===== src/rtl/bitserial_mem_seq.sv =====
module bitserial_mem_seq #(
  parameter int LO_CYC     = 3,
  parameter int HI_CYC     = 3,
  parameter int LEN_W      = 6,
  parameter int PAGE_BYTES = 32
) (
  input  logic             clk,
  input  logic             rst_n,
  input  logic             req_valid,
  input  logic [1:0]       req_cmd,
  input  logic [15:0]      req_addr,
  input  logic [LEN_W-1:0] req_len,
  output logic             busy,
  output logic             done,
  output logic             err,
  output logic             wd_take,
  input  logic [7:0]       wd_data,
  output logic [7:0]       rd_data,
  output logic             rd_valid,
  output logic             mem_ce_n,
  output logic             mem_oe_n,
  output logic             mem_we_n,
  output logic             mem_dq_o,
  output logic             mem_dq_oe,
  input  logic             mem_dq_i
);
  localparam int TMAX = (LO_CYC > HI_CYC) ? LO_CYC : HI_CYC;
  localparam int TW   = $clog2(TMAX + 1);
  localparam int PW   = $clog2(PAGE_BYTES);

  typedef enum logic [3:0] {
    S_IDLE, S_P1, S_P0, S_P2, S_ADR, S_RD, S_REND,
    S_WR, S_T1, S_T0, S_T2, S_POLL
  } st_t;

  st_t             st;
  logic            ph;
  logic [TW-1:0]   tmr;
  logic [3:0]      bitc;
  logic [LEN_W-1:0] left;
  logic [15:0]     sh;
  logic [7:0]      wb, rb;
  logic            pbit, rdop;
  logic            is_wr, bitv, bad_wr;

  wire active = (st != S_IDLE);
  wire lo_end = active && !ph && (tmr == TW'(LO_CYC - 1));
  wire step   = active &&  ph && (tmr == TW'(HI_CYC - 1));

  always_comb begin
    is_wr = 1'b0;
    bitv  = 1'b0;
    case (st)
      S_P0:   is_wr = 1'b1;
      S_ADR:  begin is_wr = 1'b1; bitv = sh[15]; end
      S_REND: begin is_wr = 1'b1; bitv = 1'b1;   end
      S_WR:   begin is_wr = 1'b1; bitv = wb[7];  end
      S_T0:   begin is_wr = 1'b1; bitv = 1'b1;   end
      default: ;
    endcase
  end

  always_comb
    bad_wr = (req_len == '0) ||
             (int'(req_addr[PW-1:0]) + int'(req_len) > PAGE_BYTES);

  assign wd_take = step && ((st == S_ADR && bitc == 4'd15 && !rdop) ||
                            (st == S_WR  && bitc == 4'd7  && left != LEN_W'(1)));

  assign busy      = active;
  assign mem_ce_n  = !(active && !ph);
  assign mem_we_n  = !(active && !ph &&  is_wr);
  assign mem_oe_n  = !(active && !ph && !is_wr);
  assign mem_dq_oe = active && is_wr && (!ph || tmr == '0);
  assign mem_dq_o  = mem_dq_oe & bitv;

  always_ff @(posedge clk or negedge rst_n) begin
    if (!rst_n) begin
      st <= S_IDLE; ph <= 1'b0; tmr <= '0; bitc <= '0; left <= '0;
      sh <= '0; wb <= '0; rb <= '0; pbit <= 1'b0; rdop <= 1'b0;
      done <= 1'b0; err <= 1'b0; rd_data <= '0; rd_valid <= 1'b0;
    end else begin
      done <= 1'b0;
      err <= 1'b0;
      rd_valid <= 1'b0;
      if (st == S_IDLE) begin
        ph <= 1'b0;
        tmr <= '0;
        bitc <= '0;
        if (req_valid) begin
          sh <= req_addr;
          left <= req_len;
          case (req_cmd)
            2'd0: if (req_len == '0) begin done <= 1'b1; err <= 1'b1; end
                  else begin st <= S_P1; rdop <= 1'b1; end
            2'd1: if (bad_wr) begin done <= 1'b1; err <= 1'b1; end
                  else begin st <= S_P1; rdop <= 1'b0; end
            2'd2: st <= S_POLL;
            default: begin done <= 1'b1; err <= 1'b1; end
          endcase
        end
      end else if (!ph) begin
        if (lo_end) begin
          ph <= 1'b1;
          tmr <= '0;
          if (!is_wr) begin
            pbit <= mem_dq_i;
            rb <= {rb[6:0], mem_dq_i};
          end
        end else tmr <= tmr + 1'b1;
      end else if (!step) begin
        tmr <= tmr + 1'b1;
      end else begin
        ph <= 1'b0;
        tmr <= '0;
        case (st)
          S_P1: st <= S_P0;
          S_P0: st <= S_P2;
          S_P2: begin st <= S_ADR; bitc <= '0; end
          S_ADR: begin
            sh <= {sh[14:0], 1'b0};
            bitc <= bitc + 1'b1;
            if (bitc == 4'd15) begin
              bitc <= '0;
              if (rdop) st <= S_RD;
              else begin st <= S_WR; wb <= wd_data; end
            end
          end
          S_RD: begin
            bitc <= bitc + 1'b1;
            if (bitc == 4'd7) begin
              bitc <= '0;
              rd_data <= rb;
              rd_valid <= 1'b1;
              left <= left - 1'b1;
              if (left == LEN_W'(1)) st <= S_REND;
            end
          end
          S_REND: begin st <= S_IDLE; done <= 1'b1; end
          S_WR: begin
            wb <= {wb[6:0], 1'b0};
            bitc <= bitc + 1'b1;
            if (bitc == 4'd7) begin
              bitc <= '0;
              left <= left - 1'b1;
              if (left == LEN_W'(1)) st <= S_T1;
              else wb <= wd_data;
            end
          end
          S_T1: st <= S_T0;
          S_T0: st <= S_T2;
          S_T2: begin st <= S_IDLE; done <= 1'b1; end
          S_POLL: if (pbit) begin st <= S_IDLE; done <= 1'b1; end
          default: st <= S_IDLE;
        endcase
      end
    end
  end
endmodule


===== config.mk =====
export PLATFORM = sky130hd
export DESIGN_NAME = bitserial_mem_seq
export DESIGN_NICKNAME = d
export VERILOG_FILES = /design/src/rtl/bitserial_mem_seq.sv
export SDC_FILE = /design/constraint.sdc
export NUM_CORES = 1
export LEC_CHECK = 0
export BUFFER_PORTS_ARGS = -buffer_cell sky130_fd_sc_hd__buf_4
export CORE_AREA = 2 2 114 116
export CTS_CLUSTER_DIAMETER = 200
export DETAILED_ROUTE_END_ITERATION = 8
export DIE_AREA = 0 0 116 118
export GPL_ROUTABILITY_DRIVEN = 0
export PLACE_DENSITY = 0.57
export SETUP_SLACK_MARGIN = 0.1
export SYNTH_ARGS = -nofsm -noshare
export SYNTH_HDL_FRONTEND = slang
export SYNTH_SLANG_ARGS = --single-unit

===== constraint.sdc =====
create_clock -name clk -period 2.4 [get_ports clk]
set_clock_uncertainty 0.15 [all_clocks]
set_input_delay 0.12 -clock clk [delete_from_list [all_inputs] [get_ports clk]]
set_output_delay 0.12 -clock clk [all_outputs]
set_load 0.01 [all_outputs]

# Yosys cells after proc, flatten, opt, wreduce, memory -nomap -nowiden
# Cells that the tools add are included.
[totals] word_cells=167 out_inout_bits=18 inputBits=36 ff_bits=62
[classes] n_eq_ne=32 n_bitwise=4 n_reduce_logical=47 muxes=65 addsub=4 order_cmp=1
[ops] op="16-bit two-way mux" count=5
[ops] op="4-bit two-way mux" count=17
[ops] op="6-bit two-way mux" count=6
[ops] op="4-bit one-hot mux with 9 select lines" count=1
[ops] op="8-bit two-way mux" count=4
[ops] op="4-bit one-hot mux with 3 select lines" count=2
[ops] op="4-bit by 3-bit == test with 1-bit output, second input constant" count=5
[ops] op="4-bit == test, second input constant" count=5
[ops] op="1-bit two-way mux" count=20
[ops] op="8-bit one-hot mux with 2 select lines" count=1
[ops] op="3-bit inequality test, second input constant" count=5
[ops] op="5-bit AND reduction" count=3
[ops] op="2-bit nonzero test" count=7
[ops] op="1-bit logical AND" count=13
[ops] op="12-bit AND reduction" count=1
[ops] op="2-bit two-way mux" count=5
[ops] op="3-bit by 1-bit inequality test with 1-bit output, second input constant" count=3
[ops] op="4-bit by 2-bit == test with 1-bit output, second input constant" count=2
[ops] op="2-bit inequality test, second input constant" count=4
[ops] op="4-bit AND reduction" count=2
[ops] op="4-bit nonzero test" count=2
[ops] op="5-bit by 6-bit adder with 7-bit output" count=1
[ops] op="7-bit by 6-bit > comparator with 1-bit output, second input constant" count=1
[ops] op="6-bit by 1-bit == test with 1-bit output, second input constant" count=1
[ops] op="22 further kinds" count=37

# Longest topological paths before layout
# Gate-level depths: netlist of run 1.
[logic_depth] depth_word=7 ltp_mapped=9 depth_no_buf=9

# Worst setup path before layout of run 1
# No wires, ideal clock.
[synth_timing] path_kind="reg-to-reg" startpoint="register tmr[0]" endpoint="register left[4]" t_required_ns=2.116 arrival_ns=1.939 path_stages_with_launch=10 n_path_buf=2 setup_time_ns=0.134 path_slack_ns=0.177 period_less_slack_ns=2.223 cell_sequence="dfrtp_1 inv_1 ha_1 buf_2 nand2_1 or4_4 and2_1 clkbuf_1 o21ai_0 o21ai_0"
[synth_via] elab_chain_len=4
[synth_rtl] item="start: declaration" line="38" rtl="logic [TW-1:0] tmr;"
[synth_rtl] item="start signal: assignment" line="110" rtl="end else tmr <= tmr + 1'b1;"
[synth_rtl] item="start signal: assignment" line="112" rtl="tmr <= tmr + 1'b1;"
[synth_rtl] item="2-bit == test" line="48" rtl="wire step = active && ph && (tmr == TW'(HI_CYC - 1));"
[synth_rtl] item="1-bit logical AND" line="48"
[synth_rtl] item="2-bit nonzero test (no source line)"
[synth_rtl] item="5-bit AND reduction (no source line)"
[synth_rtl] item="end signal: assignment" line="92" rtl="left <= req_len;"
[synth_rtl] item="end signal: assignment" line="135" rtl="left <= left - 1'b1;"
[synth_rtl] item="end signal: assignment" line="145" rtl="left <= left - 1'b1;"
[synth_rtl] item="end: declaration" line="40" rtl="logic [LEN_W-1:0] left;"
# Every way passes these cells.
# A chain may end at the register's enable or synchronous reset.

# Final worst setup path of run 1
[layout_timing] startpoint="register tmr[0]" endpoint="register left[0]"
# Same word-level chain as after synthesis.

==> results of run 1 <==
[sequential cells by signal (all words and copies together), names as in the netlist]
signal    cells
err           1
tmr           2
st            4
rdop          1
sh           16
rd_valid      1
left          6
rb            8
bitc          4
done          1
ph            1
rd_data       8
wb            8
[through the flow]
stage,hold WS [ns],setup slack [ns],cell area (sq um),util
CTS,0.0334,0.103,4690,0.378
detailed placement,0.127,0.0533,4070,0.328
floorplan,-0.326,0.177,3410,-
global route,0.0627,0.0818,4830,0.389
finish,0.0417,0.185,4830,0.389
global placement,0.120,0.170,4070,0.328
[logic make-up after synthesis]
group                    synth area share
AND/OR/NAND/NOR                     0.173
AO/OA/AOI/OAI                       0.165
flip-flops                          0.448
multiplexers                        0.114
buffers and inverters              0.0411
adder cells (fa/ha/maj)            0.0455
XOR/XNOR                           0.0129
[cell type report]
class	instances	area, sq um	share of cell area
Clock buffer	9	225	0.0466
Sequential cell	61	1530	0.316
Multi-Input combinational cell	266	1870	0.387
Timing Repair Buffer	103	857	0.178
Tap cell	172	215	0.0446
Inverter	17	63.8	0.0132
Clock inverter	7	73.8	0.0153
[routing by layer]
layer	up-vias	global-route usage	routed length, microns
li1	1478	-	-
met1	1435	0.170	3910
met2	53	0.216	4340
met3	8	0.0360	339
met4	0	0.0402	87
met5	-	0	0
[tightest hold or removal path, cell delays in order]
cell     delay, ns
buf_4         0.13
a21oi_1       0.07
o21ai_0       0.15
[power groups by stage]
stage	Sequential, mW	Combinational [mW]	Clock (mW)
6_report	1.58	1.79	1.29
5_1_grt	1.63	2.03	1.38
4_1_cts	1.58	1.71	1.33
3_5_place_dp	1.60	1.66	0
3_3_place_gp	1.58	1.62	0
2_1_floorplan	1.52	1.16	0
[cells in the final DEF, fill, tap and decap left out, types with 4 or more instances in the layout]
cell type	count
dlygate4sd3_1	32
nor2_1	37
ha_1	9
mux2i_1	22
mux2_2	15
a21oi_1	24
buf_4	70
nor3b_1	4
nor3_1	8
nor2b_1	5
inv_1	16
o21ai_1	17
o21ai_0	19
xnor2_1	5
dfrtp_1	61
nand2b_1	6
nand2_1	32
clkbuf_16	9
[final timing paths]
| check | from | slack [ns] | cells after the start | end |
|---|---|---|---|---|
| min in group asynchronous | rst_n | 0.29 | 2 | wb[4]$_DFFE_PN0P_ |
| worst min register to register | tmr[0]$_DFF_PN0_ | 0.29 | 1 | tmr[0]$_DFF_PN0_ |
| max in group asynchronous | rst_n | 1.29 | 2 | err$_DFF_PN0_ |
| worst min-delay path | req_len[5] | 0.04 | 3 | left[5]$_DFFE_PN0P_ |
| worst max-delay path | tmr[0]$_DFF_PN0_ | 0.18 | 7 | left[0]$_DFFE_PN0P_ |
| worst max register to register | tmr[0]$_DFF_PN0_ | 0.18 | 7 | left[0]$_DFFE_PN0P_ |
[what timing repair did]
item	CTS	global route
resized for setup	1	23
cloned	0	1
setup buffers	0	1
pin swaps	0	5
hold endpoints to repair	90	0
setup endpoints to repair	1	31
hold buffers	32	0
==> results.toml, run 1 <==
[pwr]
power_density_nw_per_um2 = 965
pwr-share-comb = 0.384
pwr-share-seq = 0.340
internal_power_mw = 2.97
p_leak_nw = 2.09
p_clk_frac = 0.276
power_mw = 4.66
ir_drop_uv = 419
p_sw_mw = 1.69
p_sw_frac = 0.362

[yosys]
synth_cell_types = 53
synth_top_flop_cell = "dfrtp_1"
synthMostInstantiatedCell = "dfrtp_1"
synth.yosys.seq_area_share = 0.448
synth_common_cells = "dfrtp_1 (61), nor2_1 (40), nand2_1 (35)"
ys_warn_count = 0
ys_top_cells_by_area = "dfrtp_1 (45%), mux2i_1 (6.5%), mux2_2 (5.0%)"
synth_fp_nets = 407
synth_top_area_cell = "dfrtp_1"
netlist_instances = 360
syn_area_sq_um = 3410
synth.avg_cell_area_sq_um = 9.46
synth_edf_count = 0
synthDominantCellAreaShare = 0.448
synth_seq_cells = 61
synthArstFlopShare = 1.00

[worst_setup_path]
start_kind = "flip-flop"
cp_num_buf_inv = 1
critPathKind = "reg2reg"
crit_family = "simple AND/OR/NAND/NOR gates"
crit_slowest_cell = "or4_4"
critical_path.max_fanout = 12
slowest_delay_ns = 0.60
worstPathCellList = "inv_1 -> ha_1 -> nand2_2 -> or4_4 -> and2_4 -> or3_1 -> o21ai_1"
cp-end-kind = "flip-flop"
worstPathArrival_ns = 2.32
required_ns = 2.50

[cells_and_area]
final_cells = 635
num-nets-final = 505
diodes = 0
area_delta_synth_final_pct = 41.7
drive_above_1_share = 0.276
fill_cells = 1245

[timing]
fin_crit_sh = 0.923
setup_viol = 0
timing.setup.tns_ns = 0
tightest_slew_ns = 0.813
final-max-slew-violation-count = 0
rsz0062_at_grt = "true"
hold_viol = 0
clock.fmax_mhz = 451
min_period_ns = 2.22
slew-limit-headroom = 0.458

[grt]
grt_max_degree = 62
grt_pass1_wl_microns = 14500
antenna_found_initial = 0
grt_pass1_vias = 3017
overflow = 0
grt_usage = 0.132

[die]
core_sq_um = 12400
fp.dieArea_sq_um = 13700
floorplan.initialDensity = 0.274
die-width_microns = 116
num_io_pins = 54
rows = 41
die_h_microns = 118

[clock_tree]
tritoncts = "done"
clock_sinks = 61
root_buffer = "clkbuf_16"
clock_path_buffers = 2
clk_latency_ns = 0.32
cts_made_buffers = 9
cts_max_level = 3
cts.clk_slew.worst_paths_ns = 0.06

[routing]
drcViolationCount = 0
drt_wl_total_microns = 8680
wl_per_cell_microns = 13.7
drt-vias-per-instance = 4.68
ant_nets = 0
drtIter0Drc = 98
first_pass_iters = 4
via_count = 2974

[hold_path]
hp-class = "in2reg"

[placement]
dp_hpwl_microns = 6020
dp.cells = 585
port_buffers = 53

[outcome]
status = "completed"

[run]
drv_cap = 0
(Power assumes the default switching activity.)
==> run 2: changes to the inputs <==
Settings changed: CORE_AREA 2 2 114 116 to 2 2 135 98, DIE_AREA 0 0 116 118 to 0 0 137 100.
==> run 2 against run 1 <==
Against the previous run: setup slack lost 0.042 ns; clock-buffer cell count grew 2; global-route usage grew 0.66 points; non-clock buffer count grew 5; flip-flop and latch count is the same; hold slack is essentially flat; critical endpoint is now wd_take; highest routed layer unchanged.
==> results.toml, run 2 (synthesis gave the netlist of run 1 again) <==
[routing]
ant_nets = 0
drcViolationCount = 0
drt-vias-per-instance = 4.73
first_pass_iters = 4
wl_per_cell_microns = 13.9
via_count = 2989
drt_wl_total_microns = 8790
drtIter0Drc = 161

[grt]
grt_pass1_wl_microns = 14700
overflow = 0
antenna_found_initial = 0
grt_usage = 0.139
grt_max_degree = 62
grt_pass1_vias = 2947

[clock_tree]
cts_made_buffers = 9
cts.clk_slew.worst_paths_ns = 0.05
tritoncts = "done"
root_buffer = "clkbuf_16"
cts_max_level = 3
clock_path_buffers = 2
clock_sinks = 61
clk_latency_ns = 0.33

[worst_setup_path]
crit_slowest_cell = "dfrtp_1"
critPathKind = "reg2out"
required_ns = 2.13
worstPathCellList = "buf_6 -> nor4b_2 -> nand2_1 -> a211oi_4 -> and2_4 -> buf_4"
crit_family = "simple AND/OR/NAND/NOR gates"
cp-end-kind = "output pin"
critical_path.max_fanout = 19
start_kind = "flip-flop"
worstPathArrival_ns = 1.99
cp_num_buf_inv = 2
slowest_delay_ns = 0.41

[pwr]
power_density_nw_per_um2 = 958
p_sw_mw = 1.64
p_clk_frac = 0.276
pwr-share-seq = 0.343
internal_power_mw = 2.98
p_sw_frac = 0.356
p_leak_nw = 2.11
pwr-share-comb = 0.382
ir_drop_uv = 474

[timing]
min_period_ns = 2.26
fin_crit_sh = 0.940
worst_hold_slack_ns = 0.0421
hold_viol = 0
final-max-slew-violation-count = 0
slew-limit-headroom = 0.464
clock.fmax_mhz = 443
rsz0062_at_grt = "true"
setup_viol = 0
tightest_slew_ns = 0.803
timing.setup.tns_ns = 0

[die]
rows = 35
num_io_pins = 54
fp.dieArea_sq_um = 13700
floorplan.initialDensity = 0.270
core_sq_um = 12600
die-width_microns = 137
die_h_microns = 100

[cells_and_area]
layout_common_cells = "buf_4 (71), dfrtp_1 (61), nor2_1 (39)"
multi_input_area_sq_um = 1810
largest-register = "sh"
seq_area_sq_um = 1530
drive_above_1_share = 0.266
final_common_cell = "buf_4"
largest_register_ffs = 16
diodes = 0
fill_cells = 1258
num-nets-final = 509
area_delta_synth_final_pct = 41.5

[run]
drv_cap = 0

[hold_path]
hp-class = "in2reg"

[placement]
port_buffers = 53
dp_hpwl_microns = 6100

[outcome]
status = "completed"
[run 2: cell types whose count changed in the layout (fill, tap and decap cells not counted), moves of 2 or more]
cell     before  now
o21ai_0      19   16
o21ai_1      17   20
a32oi_1       1    3
buf_6         1    3
nand2_1      32   34
nand2_2       3    1
nor2_1       37   39
nor2_2        3    1
[run 2: path summary, 6_finish.rpt]
check,start,to,slack [ns],cells past startpoint
setup reg to reg,tmr[0]$_DFF_PN0_,rd_data[2]$_DFFE_PN0P_,0.19,6
setup / recovery,st[1]$_DFFE_PN0P_,wd_take,0.14,6
hold / removal,req_len[0],left[0]$_DFFE_PN0P_,0.04,4
max in group asynchronous,rst_n,st[2]$_DFFE_PN0P_,1.30,2
hold reg to reg,tmr[0]$_DFF_PN0_,tmr[0]$_DFF_PN0_,0.28,1
min in group asynchronous,rst_n,rd_valid$_DFF_PN0_,0.27,2
[run 2: layout make-up]
class,instances,share of cell area
multi-input combinational,265,0.376
sequential,61,0.317
timing repair buffer,108,0.190
clock buffer,11,0.0504
tap,166,0.0431
inverter,17,0.0132
clock inverter,4,0.0101
[run 2: repair_timing]
action | 4_1_cts | 5_1_grt
buffers inserted | 1 | 7
pin swaps | 1 | 7
hold buffers | 33 | 0
endpoints found under the hold margin | 91 | 0
resized for setup | 3 | 19
setup endpoints to repair | 1 | 28
[run 2: worst register-to-register path, stage by stage, from the launching register on]
cell	delay [ns]
dfrtp_1	0.37
inv_1	0.08
ha_1	0.18
nand2_2	0.10
or4_4	0.57
nor2_4	0.26
mux2_2	0.38
[run 2: power by group through the flow]
stage	clock network (mW)	logic (mW)	registers, mW
after CTS	1.32	1.71	1.58
after floorplan	0	1.16	1.52
after detailed placement	0	1.64	1.59
final	1.27	1.76	1.58
after global routing	1.36	1.99	1.63
after global placement	0	1.61	1.58
[run 2: per-stage QoR]
stage          area (sq um)  instances  total power, mW  utilization  setup WS, ns
3_5_place_dp           4050        576             3.23        0.321         0.111
2_1_floorplan          3410        360             2.68            -         0.177
5_1_grt                4820        632             4.97        0.382        0.0689
6_report               4820        632             4.62        0.382         0.143
4_1_cts                4700        625             4.61        0.373         0.102
3_3_place_gp           4050        576             3.19        0.321         0.142
[run 2: per-layer routing]
layer,track usage,share of wire,up-vias
met1,0.198,0.51,1418
met3,0.0379,0.043,14
li1,-,-,1485
met5,0,0,-
met4,0.0571,0.019,0
met2,0.198,0.43,72
==> run 3: changes to the inputs <==
Settings changed: RECOVER_POWER set to 100.
==> run 3 against run 2 <==
Against the previous run: the run now ends with capacitance limit, slew limit left; wire length about the same; critical path depth unchanged; non-clock buffer count stayed put; via count rose by 0.70%; final cell count unchanged; sequential share of layout area increased by 0.59 points; flip-flop and latch count did not move; critical path type is now reg2reg; highest routed layer unchanged.
==> results.toml, run 3 (synthesis gave the netlist of run 1 again) <==
[outcome]
status = "complete, but fails checks"
violations = "capacitance limit, slew limit"

[clock_tree]
clk_latency_ns = 0.33
cts_max_level = 3
cts.clk_slew.worst_paths_ns = 0.05
clock_path_buffers = 2
cts_made_buffers = 9
tritoncts = "done"
root_buffer = "clkbuf_16"
clock_sinks = 61

[timing]
finalWorstSetupSlack_ns = 0.133
hold_viol = 0
rsz0062_at_grt = "true"
fin_crit_sh = 0.945
min_period_ns = 2.27
tightest_slew_ns = 1.56
timing.setup.tns_ns = 0
clock.fmax_mhz = 441
setup_viol = 0
worst_hold_slack_ns = 0.0627
slew-limit-headroom = -0.0394
final-max-slew-violation-count = 62

[cells_and_area]
largest_register_ffs = 16
final_cells = 632
layout_common_cells = "dfrtp_1 (61), buf_4 (50), nor2_1 (39)"
final_cell_area_sq_um = 4730
drive_above_1_share = 0.219
final_util = 0.375
area_delta_synth_final_pct = 38.9
final_common_cell = "dfrtp_1"
largest-register = "sh"
diodes = 0
num-nets-final = 509

[grt]
grt_pass1_vias = 2947
grt_pass1_wl_microns = 14700
grt_use_met2 = 0.198
use_met1 = 0.198
grt_busiest_layer = "met2"
grt_usage = 0.139
antenna_found_initial = 0
grtUsageMet3 = 0.0379
overflow = 0
grt_max_degree = 62

[hold_path]
hp-class = "in2reg"
hp-start = "req_len[0]"
hold_end = "left[0]$_DFFE_PN0P_"
hold_depth = 4

[routing]
drtIter0Drc = 227
drcViolationCount = 0
wl_per_cell_microns = 13.9
first_pass_iters = 4
drt_wl_total_microns = 8800
ant_nets = 0
via_count = 3010
drt-vias-per-instance = 4.76

[die]
floorplan.initialDensity = 0.270
die-width_microns = 137
core_sq_um = 12600
fp.dieArea_sq_um = 13700
die_h_microns = 100
num_io_pins = 54
rows = 35

[run]
drv_cap = 1

[pwr]
p_leak_nw = 2.03
ir_drop_uv = 472
power_density_nw_per_um2 = 957
power_mw = 4.53

[worst_setup_path]
critPathKind = "reg2reg"
required_ns = 2.46
cp-end-kind = "flip-flop"
ff2ff_setup_slack_ns = 0.13
rr_startpoint = "tmr[0]$_DFF_PN0_"
r2r_cells = 6
start_kind = "flip-flop"
r2r-end = "rd_data[2]$_DFFE_PN0P_"
worstPathArrival_ns = 2.33
critical_path.max_fanout = 9

[placement]
post-place-ws_ns = 0.111
placed_area_sq_um = 4050
dp.cells = 576
port_buffers = 53
dp_hpwl_microns = 6100
==> run 3: changes by cell type in the layout (fill, tap and decap cells not counted), moves of 2 or more <==
cell      change
clkbuf_1     +19
o21ai_0      +16
o21ai_1      -16
buf_4        -21
clkbuf_2      +2
==> run 3: area by class of cell <==
type	count	area [sq um]
clock buffers	11	243
clock inverters	4	48.8
fillers	1283	7880
inverters	17	63.8
multi-input cells	265	1800
flip-flops and latches	61	1530
well taps	166	208
repair buffers	108	841
==> run 3: worst max path at each step <==
stage                          start  depth (start not counted)                     end  slack, ns
floorplan           tmr[0]$_DFF_PN0_                          9     left[4]$_DFFE_PN0P_       0.18
global placement          req_len[0]                         10       st[0]$_DFFE_PN0P_       0.14
detailed placement        req_len[0]                         10       st[0]$_DFFE_PN0P_       0.11
CTS                 tmr[0]$_DFF_PN0_                          7     left[0]$_DFFE_PN0P_       0.10
global route             req_addr[4]                          8           err$_DFF_PN0_       0.05
finish              tmr[0]$_DFF_PN0_                          6  rd_data[2]$_DFFE_PN0P_       0.13
==> run 3: worst max-delay path, stage by stage (launching register included) <==
cell and delay (ns):
dfrtp_1 0.37, inv_1 0.08, ha_1 0.17, nand2_1 0.15
or4_4 0.59, nor2_4 0.26, mux2_2 0.38
==> run 3: routing by layer <==
metal | vias up | wire [microns]
li1 | 1486 | -
met1 | 1444 | 4480
met2 | 68 | 3780
met3 | 12 | 391
met4 | 0 | 155
met5 | - | 0
==> run 3: timing repair <==
action	in CTS	in global routing
pin swaps	1	7
hold buffers	33	0
hold endpoints to repair	91	0
endpoints found under the setup margin	1	28
gates cloned	0	0
gates resized for setup	3	19
buffers inserted	1	7
==> run 3: report_power, final <==
group	total [mW]	internal, mW	switching [mW]	leakage [nW]
Sequential	1.58	1.35	0.229	0.761
Clock	1.27	0.823	0.448	0.145
Combinational	1.67	0.729	0.944	1.13
Total	4.53	2.91	1.62	2.03
